===== src/rtl/exc_entry_pkg.sv =====
package exc_entry_pkg;

  typedef enum logic [2:0] {
    VEC_NONE   = 3'd0,
    VEC_KERNEL = 3'd1,
    VEC_USER   = 3'd2,
    VEC_DOUBLE = 3'd3,
    VEC_DEBUG  = 3'd4
  } vec_e;

  localparam int LVL_W = 4;
  localparam int PS_W  = LVL_W + 2;

  typedef struct packed {
    logic [LVL_W-1:0] level;
    logic             um;
    logic             excm;
  } ps_t;

endpackage


===== src/rtl/exc_dbg_gate.sv =====
module exc_dbg_gate #(
  parameter int DBG_LEVEL = 4,
  parameter int LVL_W     = 4
) (
  input  logic             dbg_req,
  input  logic [LVL_W-1:0] cur_level,
  output logic             dbg_take
);
  localparam logic [LVL_W-1:0] DBG_LVL_V = LVL_W'(DBG_LEVEL);

  // strict comparison: at the debug level itself the request is masked
  always_comb dbg_take = dbg_req && (cur_level < DBG_LVL_V);
endmodule


===== src/rtl/exc_vec_sel.sv =====
module exc_vec_sel
  import exc_entry_pkg::*;
#(
  parameter bit HAS_DEPC = 1'b1
) (
  input  logic exc_req,
  input  logic dbg_take,
  input  ps_t  ps_cur,
  output vec_e vec_next,
  output logic gen_commit,
  output logic wr_epc1,
  output logic wr_depc
);
  always_comb begin
    vec_next   = VEC_NONE;
    gen_commit = 1'b0;
    wr_epc1    = 1'b0;
    wr_depc    = 1'b0;
    if (dbg_take) begin
      vec_next = VEC_DEBUG;
    end else if (exc_req) begin
      gen_commit = 1'b1;
      if (ps_cur.excm) begin
        vec_next = VEC_DOUBLE;
        if (HAS_DEPC) wr_depc = 1'b1;
        else          wr_epc1 = 1'b1;
      end else begin
        vec_next = ps_cur.um ? VEC_USER : VEC_KERNEL;
        wr_epc1  = 1'b1;
      end
    end
  end
endmodule


===== src/rtl/exc_save_regs.sv =====
module exc_save_regs #(
  parameter int XLEN      = 32,
  parameter int PS_W      = 6,
  parameter int LVL_W     = 4,
  parameter int DBG_LEVEL = 4
) (
  input  logic             clk,
  input  logic             rst,
  input  logic             wr_en,
  input  logic [LVL_W-1:0] wr_lvl,
  input  logic [XLEN-1:0]  wr_pc,
  input  logic [PS_W-1:0]  wr_ps,
  output logic [XLEN-1:0]  rd_pc,
  output logic [PS_W-1:0]  rd_ps
);
  // level 1 lives in the general path; this bank covers levels 2..DBG_LEVEL
  localparam int FIRST = 2;
  localparam int LAST  = DBG_LEVEL;

  logic [XLEN-1:0] epc_q [FIRST:LAST];
  logic [PS_W-1:0] eps_q [FIRST:LAST];

  always_ff @(posedge clk) begin
    for (int l = FIRST; l <= LAST; l++) begin
      if (rst) begin
        epc_q[l] <= '0;
        eps_q[l] <= '0;
      end else if (wr_en && wr_lvl == LVL_W'(l)) begin
        epc_q[l] <= wr_pc;
        eps_q[l] <= wr_ps;
      end
    end
  end

  assign rd_pc = epc_q[LAST];
  assign rd_ps = eps_q[LAST];
endmodule


===== src/rtl/exc_entry_ctrl.sv =====
module exc_entry_ctrl
  import exc_entry_pkg::*;
#(
  parameter int XLEN      = 32,
  parameter int CAUSE_W   = 6,
  parameter int DBG_LEVEL = 4,
  parameter bit HAS_DEPC  = 1'b1
) (
  input  logic               clk,
  input  logic               rst,
  input  logic               exc_req_i,
  input  logic [XLEN-1:0]    exc_pc_i,
  input  logic [CAUSE_W-1:0] exc_cause_i,
  input  logic               exc_addr_vld_i,
  input  logic [XLEN-1:0]    exc_vaddr_i,
  input  logic               dbg_req_i,
  input  logic [CAUSE_W-1:0] dbg_cause_i,
  input  logic [3:0]         cur_level_i,
  input  logic               ps_load_i,
  input  logic [5:0]         ps_wdata_i,
  output logic [2:0]         vec_o,
  output logic [3:0]         ps_level_o,
  output logic               ps_um_o,
  output logic               ps_excm_o,
  output logic [XLEN-1:0]    epc1_o,
  output logic [XLEN-1:0]    depc_o,
  output logic [CAUSE_W-1:0] exc_cause_o,
  output logic [XLEN-1:0]    exc_vaddr_o,
  output logic [CAUSE_W-1:0] dbg_cause_o,
  output logic [XLEN-1:0]    epc_dbg_o,
  output logic [5:0]         eps_dbg_o
);
  localparam logic [LVL_W-1:0] DBG_LVL_V = LVL_W'(DBG_LEVEL);

  ps_t               ps_q;
  vec_e              vec_q;
  logic [XLEN-1:0]   epc1_q, depc_q, vaddr_q;
  logic [CAUSE_W-1:0] cause_q, dcause_q;

  logic dbg_take, gen_commit, wr_epc1, wr_depc;
  vec_e vec_next;

  exc_dbg_gate #(.DBG_LEVEL(DBG_LEVEL), .LVL_W(LVL_W)) u_gate (
    .dbg_req   (dbg_req_i),
    .cur_level (cur_level_i),
    .dbg_take  (dbg_take)
  );

  exc_vec_sel #(.HAS_DEPC(HAS_DEPC)) u_sel (
    .exc_req    (exc_req_i),
    .dbg_take   (dbg_take),
    .ps_cur     (ps_q),
    .vec_next   (vec_next),
    .gen_commit (gen_commit),
    .wr_epc1    (wr_epc1),
    .wr_depc    (wr_depc)
  );

  exc_save_regs #(
    .XLEN(XLEN), .PS_W(PS_W), .LVL_W(LVL_W), .DBG_LEVEL(DBG_LEVEL)
  ) u_bank (
    .clk    (clk),
    .rst    (rst),
    .wr_en  (dbg_take),
    .wr_lvl (DBG_LVL_V),
    .wr_pc  (exc_pc_i),
    .wr_ps  (ps_q),
    .rd_pc  (epc_dbg_o),
    .rd_ps  (eps_dbg_o)
  );

  always_ff @(posedge clk) begin
    if (rst) begin
      ps_q     <= '0;
      vec_q    <= VEC_NONE;
      epc1_q   <= '0;
      depc_q   <= '0;
      vaddr_q  <= '0;
      cause_q  <= '0;
      dcause_q <= '0;
    end else begin
      vec_q <= vec_next;
      if (dbg_take) begin
        dcause_q    <= dbg_cause_i;
        ps_q.level  <= DBG_LVL_V;
        ps_q.excm   <= 1'b1;
      end else if (gen_commit) begin
        cause_q   <= exc_cause_i;
        ps_q.excm <= 1'b1;
        if (exc_addr_vld_i) vaddr_q <= exc_vaddr_i;
        if (wr_epc1)        epc1_q  <= exc_pc_i;
        if (wr_depc)        depc_q  <= exc_pc_i;
      end else if (ps_load_i) begin
        ps_q <= ps_t'(ps_wdata_i);
      end
    end
  end

  assign vec_o       = vec_q;
  assign ps_level_o  = ps_q.level;
  assign ps_um_o     = ps_q.um;
  assign ps_excm_o   = ps_q.excm;
  assign epc1_o      = epc1_q;
  assign depc_o      = depc_q;
  assign exc_cause_o = cause_q;
  assign exc_vaddr_o = vaddr_q;
  assign dbg_cause_o = dcause_q;
endmodule


===== config.mk =====
export PLATFORM = sky130hd
export DESIGN_NAME = exc_entry_ctrl
export DESIGN_NICKNAME = d
export VERILOG_FILES = /design/src/rtl/exc_entry_pkg.sv /design/src/rtl/exc_dbg_gate.sv /design/src/rtl/exc_vec_sel.sv /design/src/rtl/exc_save_regs.sv /design/src/rtl/exc_entry_ctrl.sv
export SDC_FILE = /design/constraint.sdc
export NUM_CORES = 1
export LEC_CHECK = 0
export ABC_AREA = 0
export CAP_MARGIN = 0
export CORE_ASPECT_RATIO = 1.75
export CORE_MARGIN = 3
export CORE_UTILIZATION = 40
export CTS_CLUSTER_DIAMETER = 200
export DETAILED_ROUTE_END_ITERATION = 12
export PLACE_DENSITY = 0.81
export SETUP_SLACK_MARGIN = 0.1
export SLEW_MARGIN = 20
export SYNTH_ARGS = -nofsm -noshare
export SYNTH_HDL_FRONTEND = slang
export SYNTH_SLANG_ARGS = --single-unit

===== constraint.sdc =====
create_clock -name clk -period 3.9 [get_ports clk]
set_clock_uncertainty 0.2 [all_clocks]
set_input_delay 1.17 -clock clk [delete_from_list [all_inputs] [get_ports clk]]
set_output_delay 1.17 -clock clk [all_outputs]
set_load 0.02 [all_outputs]

==> results of run 1 <==
[per-stage QoR]
| step | utilization | setup slack, ns | std cells | power [W] |
|---|---|---|---|---|
| 3_5_place_dp | 0.573 | 0.299 | 987 | 0.00243 |
| 6_report | 0.611 | 0.754 | 1020 | 0.00400 |
| 4_1_cts | 0.610 | 0.749 | 1019 | 0.00405 |
| 2_1_floorplan | - | 0.604 | 590 | 0.00210 |
| 5_1_grt | 0.611 | 0.640 | 1020 | 0.00416 |
| 3_3_place_gp | 0.573 | 0.364 | 987 | 0.00242 |
[power breakdown]
group	internal (W)	leakage (nW)	switching [W]
Clock	0.000937	0.291	0.000670
Sequential	0.00174	1.33	0.0000389
Combinational	0.000314	1.83	0.000302
Total	0.00299	3.46	0.00101
[layout by cell type, fill, tap and decap left out, drive strengths merged, types with 13 or more instances in the layout]
master and instances:
clkdlybuf4s50 243, nand2b 131, dfxtp 117, o21ai 70, mux2i 69, and2 40, edfxtp 38, nor2b 34
clkbuf 23, a21oi 14, nand2 13
[synth_stat cells]
| cell type | n |
|---|---|
| buf_4 | 1 |
| mux2i_1 | 69 |
| nand2_2 | 1 |
| clkbuf_2 | 1 |
| nor2_1 | 4 |
| dfxtp_1 | 117 |
| and3_1 | 1 |
| and2_1 | 40 |
| buf_6 | 7 |
| a31oi_1 | 1 |
| nor2b_1 | 34 |
| buf_2 | 5 |
| o21ai_1 | 3 |
| or3b_4 | 1 |
| nand2b_1 | 131 |
| edfxtp_1 | 38 |
| nand3_1 | 7 |
| clkbuf_1 | 30 |
| nor3_1 | 2 |
| a21oi_1 | 14 |
| nor3b_2 | 1 |
| inv_1 | 1 |
| nor2_4 | 1 |
| a21bo_2 | 1 |
| nand2_1 | 12 |
| o21ai_0 | 67 |
[final cells by class]
class | instances | share of cell area
Multi-Input combinational cell | 390 | 0.274
Antenna cell | 1 | 0.000266
Timing Repair Buffer | 255 | 0.268
Clock inverter | 9 | 0.00732
Clock buffer | 23 | 0.0543
Sequential cell | 155 | 0.371
Tap cell | 186 | 0.0248
Inverter | 1 | 0.000399
[cell families after synthesis]
| family | synth area share |
|---|---|
| mux | 0.110 |
| buf+inv | 0.0371 |
| simple gates | 0.229 |
| compound gates | 0.0695 |
| flops | 0.555 |
[sequential cells by signal (all words and copies together), names as in the netlist]
name / count
ps_excm_o: 1
epc1_o: 32
dbg_cause_o: 6
u_bank.eps_q: 6
exc_vaddr_o: 32
ps_level_o: 4
vec_o: 3
ps_um_o: 1
exc_cause_o: 6
depc_o: 32
u_bank.epc_q: 32
[routing by layer]
metal / up-vias / GRT usage
met5: - / 0
met4: 0 / 0.101
met3: 35 / 0.0548
met2: 177 / 0.345
met1: 2289 / 0.217
li1: 2422 / -
[worst reg2reg max path, cell delays in order, from the launching register on]
cell,delay [ns]
dfxtp_1,0.46
and2_1,0.19
and2_2,0.72
mux2i_1,0.28
[worst paths after layout]
| check | to |
|---|---|
| hold reg to reg | dbg_cause_o[2]$_SDFFE_PP0P_ |
| hold / removal | dbg_cause_o[2]$_SDFFE_PP0P_ |
| setup / recovery | exc_vaddr_o[20]$_SDFFE_PP0P_ |
| setup reg to reg | depc_o[2]$_SDFFE_PP0P_ |
==> impl_metrics.yaml, run 1 <==
placed_design:
  place.gp.congestion: 0.785
  placed_cell_area_um2: 8820
  io_buffer_count: 244
  dp_hpwl_um: 12000
finish:
  multi_input_area_um2: 2570
  fill_cells: 1275
  nets: 912
  drive_above_1_share: 0.0600
  final_area_um2: 9400
  syn_to_final_growth_pct: 49.7
  regArea_um2: 3480
synth:
  ys_seq_area_frac: 0.555
  synth_warnings: 0
  syn_avg_cell_area_um2: 10.6
  yosys_register_bits: 155
  synth_nets: 682
  synth_top_cell_by_area: "dfxtp_1"
  syn_area_um2: 6280
  synthTopCellsByArea: "dfxtp_1 37%, edfxtp_1 18%, nand2b_1 13%, mux2i_1 11%, o21ai_0 5.3%"
  synth.distinct_cells: 26
  netlist_instances: 590
  synth_top_area_frac: 0.373
run:
  cap_viol_max_count: 0
worst_setup_path:
  critPathKind: "in2reg"
  cp-startpoint: "cur_level_i[3]"
  cp_num_buf_inv: 1
  cp.arrival_ns: 3.28
  path_depth: 4
  cp.required_ns: 4.03
  crit_fanout: 32
  end_kind: "flop"
  crit_slowest_cell: "and3_2"
  path_cells: "clkdlybuf4s50_1 -> or3b_4 -> and3_2 -> mux2i_1"
  r2r_start: "ps_excm_o$_SDFFE_PP0P_"
  slowest_delay_ns: 0.91
  reg2reg_slack_ns: 1.97
  critPathLaunchType: "input port"
  cp_top_family: "simple AND/OR/NAND/NOR gates"
  reg2reg_depth: 3
pwr:
  leakagePower_nw: 3.46
  ir_drop_mv: 0.333
  powerDensity_nw_per_um2: 425
die:
  dieArea_um2: 17300
  fp.dieW_um: 101
  start_util: 0.408
  die_h_um: 172
  ios: 247
  core_um2: 15400
  num_rows: 60
global_routing:
  grt_max_degree: 88
  grt_overflow: 0
  antenna_found_initial: 1
  gr-usage-all-layers: 0.198
  grt_pass1_vias: 4991
  grt_pass1_wl_um: 26600
routing:
  first_pass_iters: 5
  wl_per_cell_um: 16.7
  dr.max_layer_used: "met4"
  drt_iter0_markers: 157
  wl_met1_um: 6340
  ant_nets: 0
  wl_met2_um: 8980
  met3_length_um: 1090
  viasPerCell: 4.83
  wl_um: 17100
  drc: 0
  vias: 4923
sta:
  hold_ws_ns: 0.253
  rsz0062_at_grt: "false"
  report.final.slew_viol_count: 0
  timing.fmax_mhz: 318
  post-route-min-period_ns: 3.15
  finalSetupViolations: 0
  fin_crit_sh: 0.807
  worst_slew_pin_slew_ns: 1.01
  maxSlewHeadroom: 0.327
  tns_ns: 0
  finalHoldViolCount: 0
clock_tree:
  clk-insertion-delay-late_ns: 0.41
  cts_hold_buf: 0
  cts_tree: "done"
  cts_max_level: 4
  root_buffer: "clkbuf_16"
  clk_pin_slew_ns: 0.07
  ctsResizeCount: 0
  numCtsBuffers: 17
  clk_path_buf_depth: 2
  cts_setup_buffers: 0
  cts.sinks: 155
worst_hold_path:
  min_path_cells: 2
  hold_path.startpoint: "dbg_cause_o[2]$_SDFFE_PP0P_"
  hold_path.class: "reg2reg"
status:
  status: "finished, final reports clean"
Note: power is estimated with default switching activity, not from simulation.
==> inputs of run 2 (changes only) <==
==> constraint.sdc (replaced) <==
create_clock -name clk -period 3.3 [get_ports clk]
set_clock_uncertainty 0.2 [all_clocks]
set_input_delay 0.99 -clock clk [delete_from_list [all_inputs] [get_ports clk]]
set_output_delay 0.99 -clock clk [all_outputs]
set_load 0.02 [all_outputs]
==> impl_metrics.yaml, run 2 (synthesis gave the netlist of run 1 again) <==
clock_tree:
  cts.sinks: 155
  ctsResizeCount: 0
  clk_path_buf_depth: 2
  clk-insertion-delay-late_ns: 0.41
  root_buffer: "clkbuf_16"
  cts_setup_buffers: 0
  cts_hold_buf: 0
  clk_pin_slew_ns: 0.07
  cts_max_level: 4
  cts_tree: "done"
  numCtsBuffers: 17
die:
  fp.dieW_um: 101
  core_um2: 15400
  die_h_um: 172
  start_util: 0.408
  ios: 247
  num_rows: 60
  dieArea_um2: 17300
sta:
  tns_ns: 0
  report.final.slew_viol_count: 0
  maxSlewHeadroom: 0.432
  fin_crit_sh: 0.832
  timing.fmax_mhz: 364
  finalHoldViolCount: 0
  rsz0062_at_grt: "false"
  worst_slew_pin_slew_ns: 0.853
  post-route-min-period_ns: 2.75
  finalSetupViolations: 0
worst_setup_path:
  crit_fanout: 7
  cp.required_ns: 2.11
  end_kind: "output pin"
  reg2reg_slack_ns: 1.35
  cp_num_buf_inv: 1
  critPathLaunchType: "flop"
  cp.arrival_ns: 1.56
  path_cells: "clkdlybuf4s50_1"
  reg2reg_depth: 3
  worst_r2r_endpoint: "depc_o[18]$_SDFFE_PP0P_"
  crit_slowest_cell: "clkdlybuf4s50_1"
  cp_top_family: "buffers and inverters"
  r2r_start: "ps_excm_o$_SDFFE_PP0P_"
  critPathKind: "reg2out"
  slowest_delay_ns: 0.68
routing:
  viasPerCell: 4.83
  drc: 0
  drt_iter0_markers: 151
  wl_per_cell_um: 16.8
  first_pass_iters: 4
  ant_nets: 0
  vias: 4941
  wl_um: 17200
global_routing:
  grt_max_degree: 96
  grt_pass1_wl_um: 26400
  gr-usage-all-layers: 0.196
  grt_pass1_vias: 4948
  antenna_found_initial: 0
  grt_overflow: 0
pwr:
  clkPwrFrac: 0.397
  powerDensity_nw_per_um2: 498
  p_switching_w: 0.00121
  p_total_w: 0.00470
  power_switching_share: 0.258
  p_comb_frac: 0.157
  ir_drop_mv: 0.348
  power_frac_seq: 0.446
  leakagePower_nw: 3.46
  p_int_w: 0.00349
placed_design:
  dp_cells: 990
  dp_hpwl_um: 12200
  place.gp.congestion: 0.782
  io_buffer_count: 244
worst_hold_path:
  hold_path.class: "reg2reg"
  hold_path.startpoint: "dbg_cause_o[3]$_SDFFE_PP0P_"
  whs_endpoint: "dbg_cause_o[3]$_SDFFE_PP0P_"
  min_path_cells: 2
finish:
  stdcell_count: 1022
  num_antenna_cells: 0
  utilization: 0.614
  nets: 915
  final_common_cell: "clkdlybuf4s50_1"
  drive_above_1_share: 0.0634
  syn_to_final_growth_pct: 50.4
  layout_common_cells: "243 x clkdlybuf4s50_1, 130 x nand2b_1, 117 x dfxtp_1, 69 x mux2i_1, 67 x o21ai_0"
run:
  cap_viol_max_count: 0
status:
  status: "finished, final reports clean"
## run 2: metal layers
| metal | vias to the layer above | wire length [um] | GRT usage |
|---|---|---|---|
| li1 | 2431 | - | - |
| met3 | 45 | 1070 | 0.0479 |
| met1 | 2290 | 6320 | 0.212 |
| met5 | - | 0 | 0 |
| met4 | 0 | 837 | 0.101 |
| met2 | 175 | 8930 | 0.347 |
## run 2: tightest hold or removal path, stage by stage (launching register included)
cell     delay (ns)
dfxtp_1        0.31
nand2_1        0.05
a21oi_1        0.05
## run 2: cell type report
type	instances	area [um2]
Fill cell	1254	5950
Sequential cell	155	3480
Multi-Input combinational cell	390	2570
Tap cell	186	233
Clock buffer	18	429
Clock inverter	14	139
Inverter	1	3.75
Timing Repair Buffer	258	2580
## run 2: worst max path at each step
stage | from | endpoint | slack (ns) | depth (start not counted)
after CTS | ps_excm_o$_SDFFE_PP0P_ | ps_excm_o | 0.53 | 1
after global placement | cur_level_i[3] | depc_o[9]$_SDFFE_PP0P_ | 0.32 | 4
after detailed placement | cur_level_i[3] | depc_o[17]$_SDFFE_PP0P_ | 0.27 | 4
after floorplan | cur_level_i[3] | u_bank.epc_q[4][0]$_SDFFCE_PN0P_ | 0.18 | 3
after global routing | ps_excm_o$_SDFFE_PP0P_ | ps_excm_o | 0.50 | 1
final | ps_excm_o$_SDFFE_PP0P_ | ps_excm_o | 0.55 | 1
## run 2: metrics by stage
| step | setup slack (ns) | area (um2) | hold slack (ns) |
|---|---|---|---|
| final | 0.555 | 9440 | 0.257 |
| after global routing | 0.503 | 9440 | 0.275 |
| after CTS | 0.533 | 9440 | 0.258 |
| after detailed placement | 0.275 | 8880 | 0.248 |
| after global placement | 0.319 | 8880 | 0.241 |
| after floorplan | 0.184 | 6280 | 0.335 |
## run 2: power groups by stage
stage	Sequential (W)	Clock, W	Combinational [W]
3_3_place_gp	0.00214	0	0.000738
2_1_floorplan	0.00227	0	0.000210
6_report	0.00210	0.00187	0.000736
5_1_grt	0.00211	0.00198	0.000785
4_1_cts	0.00210	0.00191	0.000747
3_5_place_dp	0.00214	0	0.000744
==> inputs of run 3 (changes only) <==
--- a/config.mk
+++ b/config.mk
@@ -9,10 +9,10 @@
 export CAP_MARGIN = 0
 export CORE_ASPECT_RATIO = 1.75
 export CORE_MARGIN = 3
-export CORE_UTILIZATION = 40
+export CORE_UTILIZATION = 39
 export CTS_CLUSTER_DIAMETER = 200
 export DETAILED_ROUTE_END_ITERATION = 12
-export PLACE_DENSITY = 0.81
+export PLACE_DENSITY = 0.82
 export SETUP_SLACK_MARGIN = 0.1
 export SLEW_MARGIN = 20
 export SYNTH_ARGS = -nofsm -noshare
==> constraint.sdc (replaced) <==
create_clock -name clk -period 2.4 [get_ports clk]
set_clock_uncertainty 0.2 [all_clocks]
set_input_delay 0.72 -clock clk [delete_from_list [all_inputs] [get_ports clk]]
set_output_delay 0.72 -clock clk [all_outputs]
set_load 0.02 [all_outputs]
==> impl_metrics.yaml, run 3 (synthesis gave the netlist of run 1 again) <==
status:
  status: "finished, final reports clean"
placed_design:
  place.gp.congestion: 0.775
  dp_hpwl_um: 12400
  io_buffer_count: 244
  placed_cell_area_um2: 9040
global_routing:
  gr-usage-all-layers: 0.197
  grt_overflow: 0
  grt_pass1_vias: 4949
  grt_max_degree: 108
  grt_pass1_wl_um: 27000
  antenna_found_initial: 0
clock_tree:
  cts_max_level: 4
  cts.sinks: 155
  numCtsBuffers: 17
  clk_path_buf_depth: 2
  root_buffer: "clkbuf_16"
  clk_pin_slew_ns: 0.07
  clk-insertion-delay-late_ns: 0.41
  cts_tree: "done"
  cts_hold_buf: 0
finish:
  num_antenna_cells: 0
  syn_to_final_growth_pct: 54.5
  final_common_cell: "nand2b_1"
  regArea_um2: 3480
  final_area_um2: 9700
  nets: 926
  layout_common_cells: "130 x nand2b_1, 117 x dfxtp_1, 108 x clkdlybuf4s50_1, 76 x dlygate4sd2_1, 69 x mux2i_1"
  multi_input_area_um2: 2580
  utilization: 0.621
  fill_cells: 1281
  drive_above_1_share: 0.0756
sta:
  finalSetupViolations: 0
  report.final.slew_viol_count: 0
  maxSlewHeadroom: 0.754
  worst_slew_pin_slew_ns: 0.369
  fin_crit_sh: 0.946
  timing.fmax_mhz: 441
  finalHoldViolCount: 0
  post-route-min-period_ns: 2.27
  rsz0062_at_grt: "false"
worst_setup_path:
  end_kind: "output pin"
  path_cells: "clkdlybuf4s50_1"
  slowest_delay_ns: 0.60
  cp_top_family: "buffers and inverters"
  critPathKind: "reg2out"
  cp.required_ns: 1.48
  cp.arrival_ns: 1.35
  crit_fanout: 1
  cp_num_buf_inv: 1
  crit_slowest_cell: "clkdlybuf4s50_1"
  critPathLaunchType: "flop"
worst_hold_path:
  hold_path.class: "reg2reg"
routing:
  drt_iter0_markers: 153
  wl_per_cell_um: 17.2
  wl_met2_um: 9780
  wl_met1_um: 6590
  viasPerCell: 4.82
  vias: 4983
  drc: 0
  wl_um: 17800
  met3_length_um: 936
  ant_nets: 0
  first_pass_iters: 4
  dr.max_layer_used: "met4"
die:
  start_util: 0.402
  die_h_um: 174
  ios: 247
  num_rows: 60
  core_um2: 15600
  dieArea_um2: 17700
  fp.dieW_um: 102
pwr:
  powerDensity_nw_per_um2: 683
  p_total_w: 0.00663
  leakagePower_nw: 4.76
  ir_drop_mv: 0.438
run:
  cap_viol_max_count: 0
[run 3: changes by cell type in the layout (fill, tap and decap cells not counted), sizes merged]
cell           change
clkdlybuf4s50    -135
dlygate4sd2       +76
dlymetal6s2s      +59
buf               +11
inv                -3
bufinv             +2
clkbuf             +2
clkinv             -1
[run 3: what timing repair did]
item / in CTS / in global routing
setup buffers: 0 / 0
endpoints found under the setup margin: 76 / 59
gates cloned: 0 / 0
gates resized for setup: 76 / 59
hold endpoints to repair: 0 / 0
[run 3: layout make-up]
class | count | area share
multi-input combinational | 390 | 0.266
sequential | 155 | 0.359
inverter | 1 | 0.000387
timing repair buffer | 269 | 0.288
clock inverter | 12 | 0.0170
clock buffer | 20 | 0.0460
tap | 186 | 0.0240
[run 3: path summary, 6_finish.rpt]
| kind | start | to | slack [ns] | depth (start not counted) |
|---|---|---|---|---|
| worst max-delay path | u_bank.epc_q[4][10]$_SDFFCE_PN0P_ | epc_dbg_o[10] | 0.13 | 1 |
| worst max register to register | ps_excm_o$_SDFFE_PP0P_ | depc_o[3]$_SDFFE_PP0P_ | 0.88 | 4 |
| worst min-delay path | dbg_cause_o[4]$_SDFFE_PP0P_ | dbg_cause_o[4]$_SDFFE_PP0P_ | 0.25 | 2 |
| worst min register to register | dbg_cause_o[4]$_SDFFE_PP0P_ | dbg_cause_o[4]$_SDFFE_PP0P_ | 0.25 | 2 |
[run 3: report_power, final]
group,internal [W],switching [W],total [W]
clock network,0.00168,0.00109,0.00276
registers,0.00282,0.0000583,0.00288
logic,0.000484,0.000504,0.000988
total,0.00498,0.00165,0.00663
[run 3: stage by stage]
stage / TNS, ns / hold slack, ns / worst slack (ns) / cells
final: 0 / 0.250 / 0.130 / 1033
after global routing: 0 / 0.272 / 0.0741 / 1033
after CTS: 0 / 0.257 / 0.100 / 1033
after detailed placement: -16.09 / 0.248 / -0.183 / 1001
after global placement: -12.78 / 0.241 / -0.153 / 1001
after floorplan: 0 / 0.335 / 0.249 / 590
[run 3: metal layers]
| metal | GRT usage | up-vias |
|---|---|---|
| met5 | 0 | - |
| met4 | 0.0722 | 0 |
| met2 | 0.362 | 172 |
| li1 | - | 2463 |
| met1 | 0.216 | 2320 |
| met3 | 0.0419 | 28 |
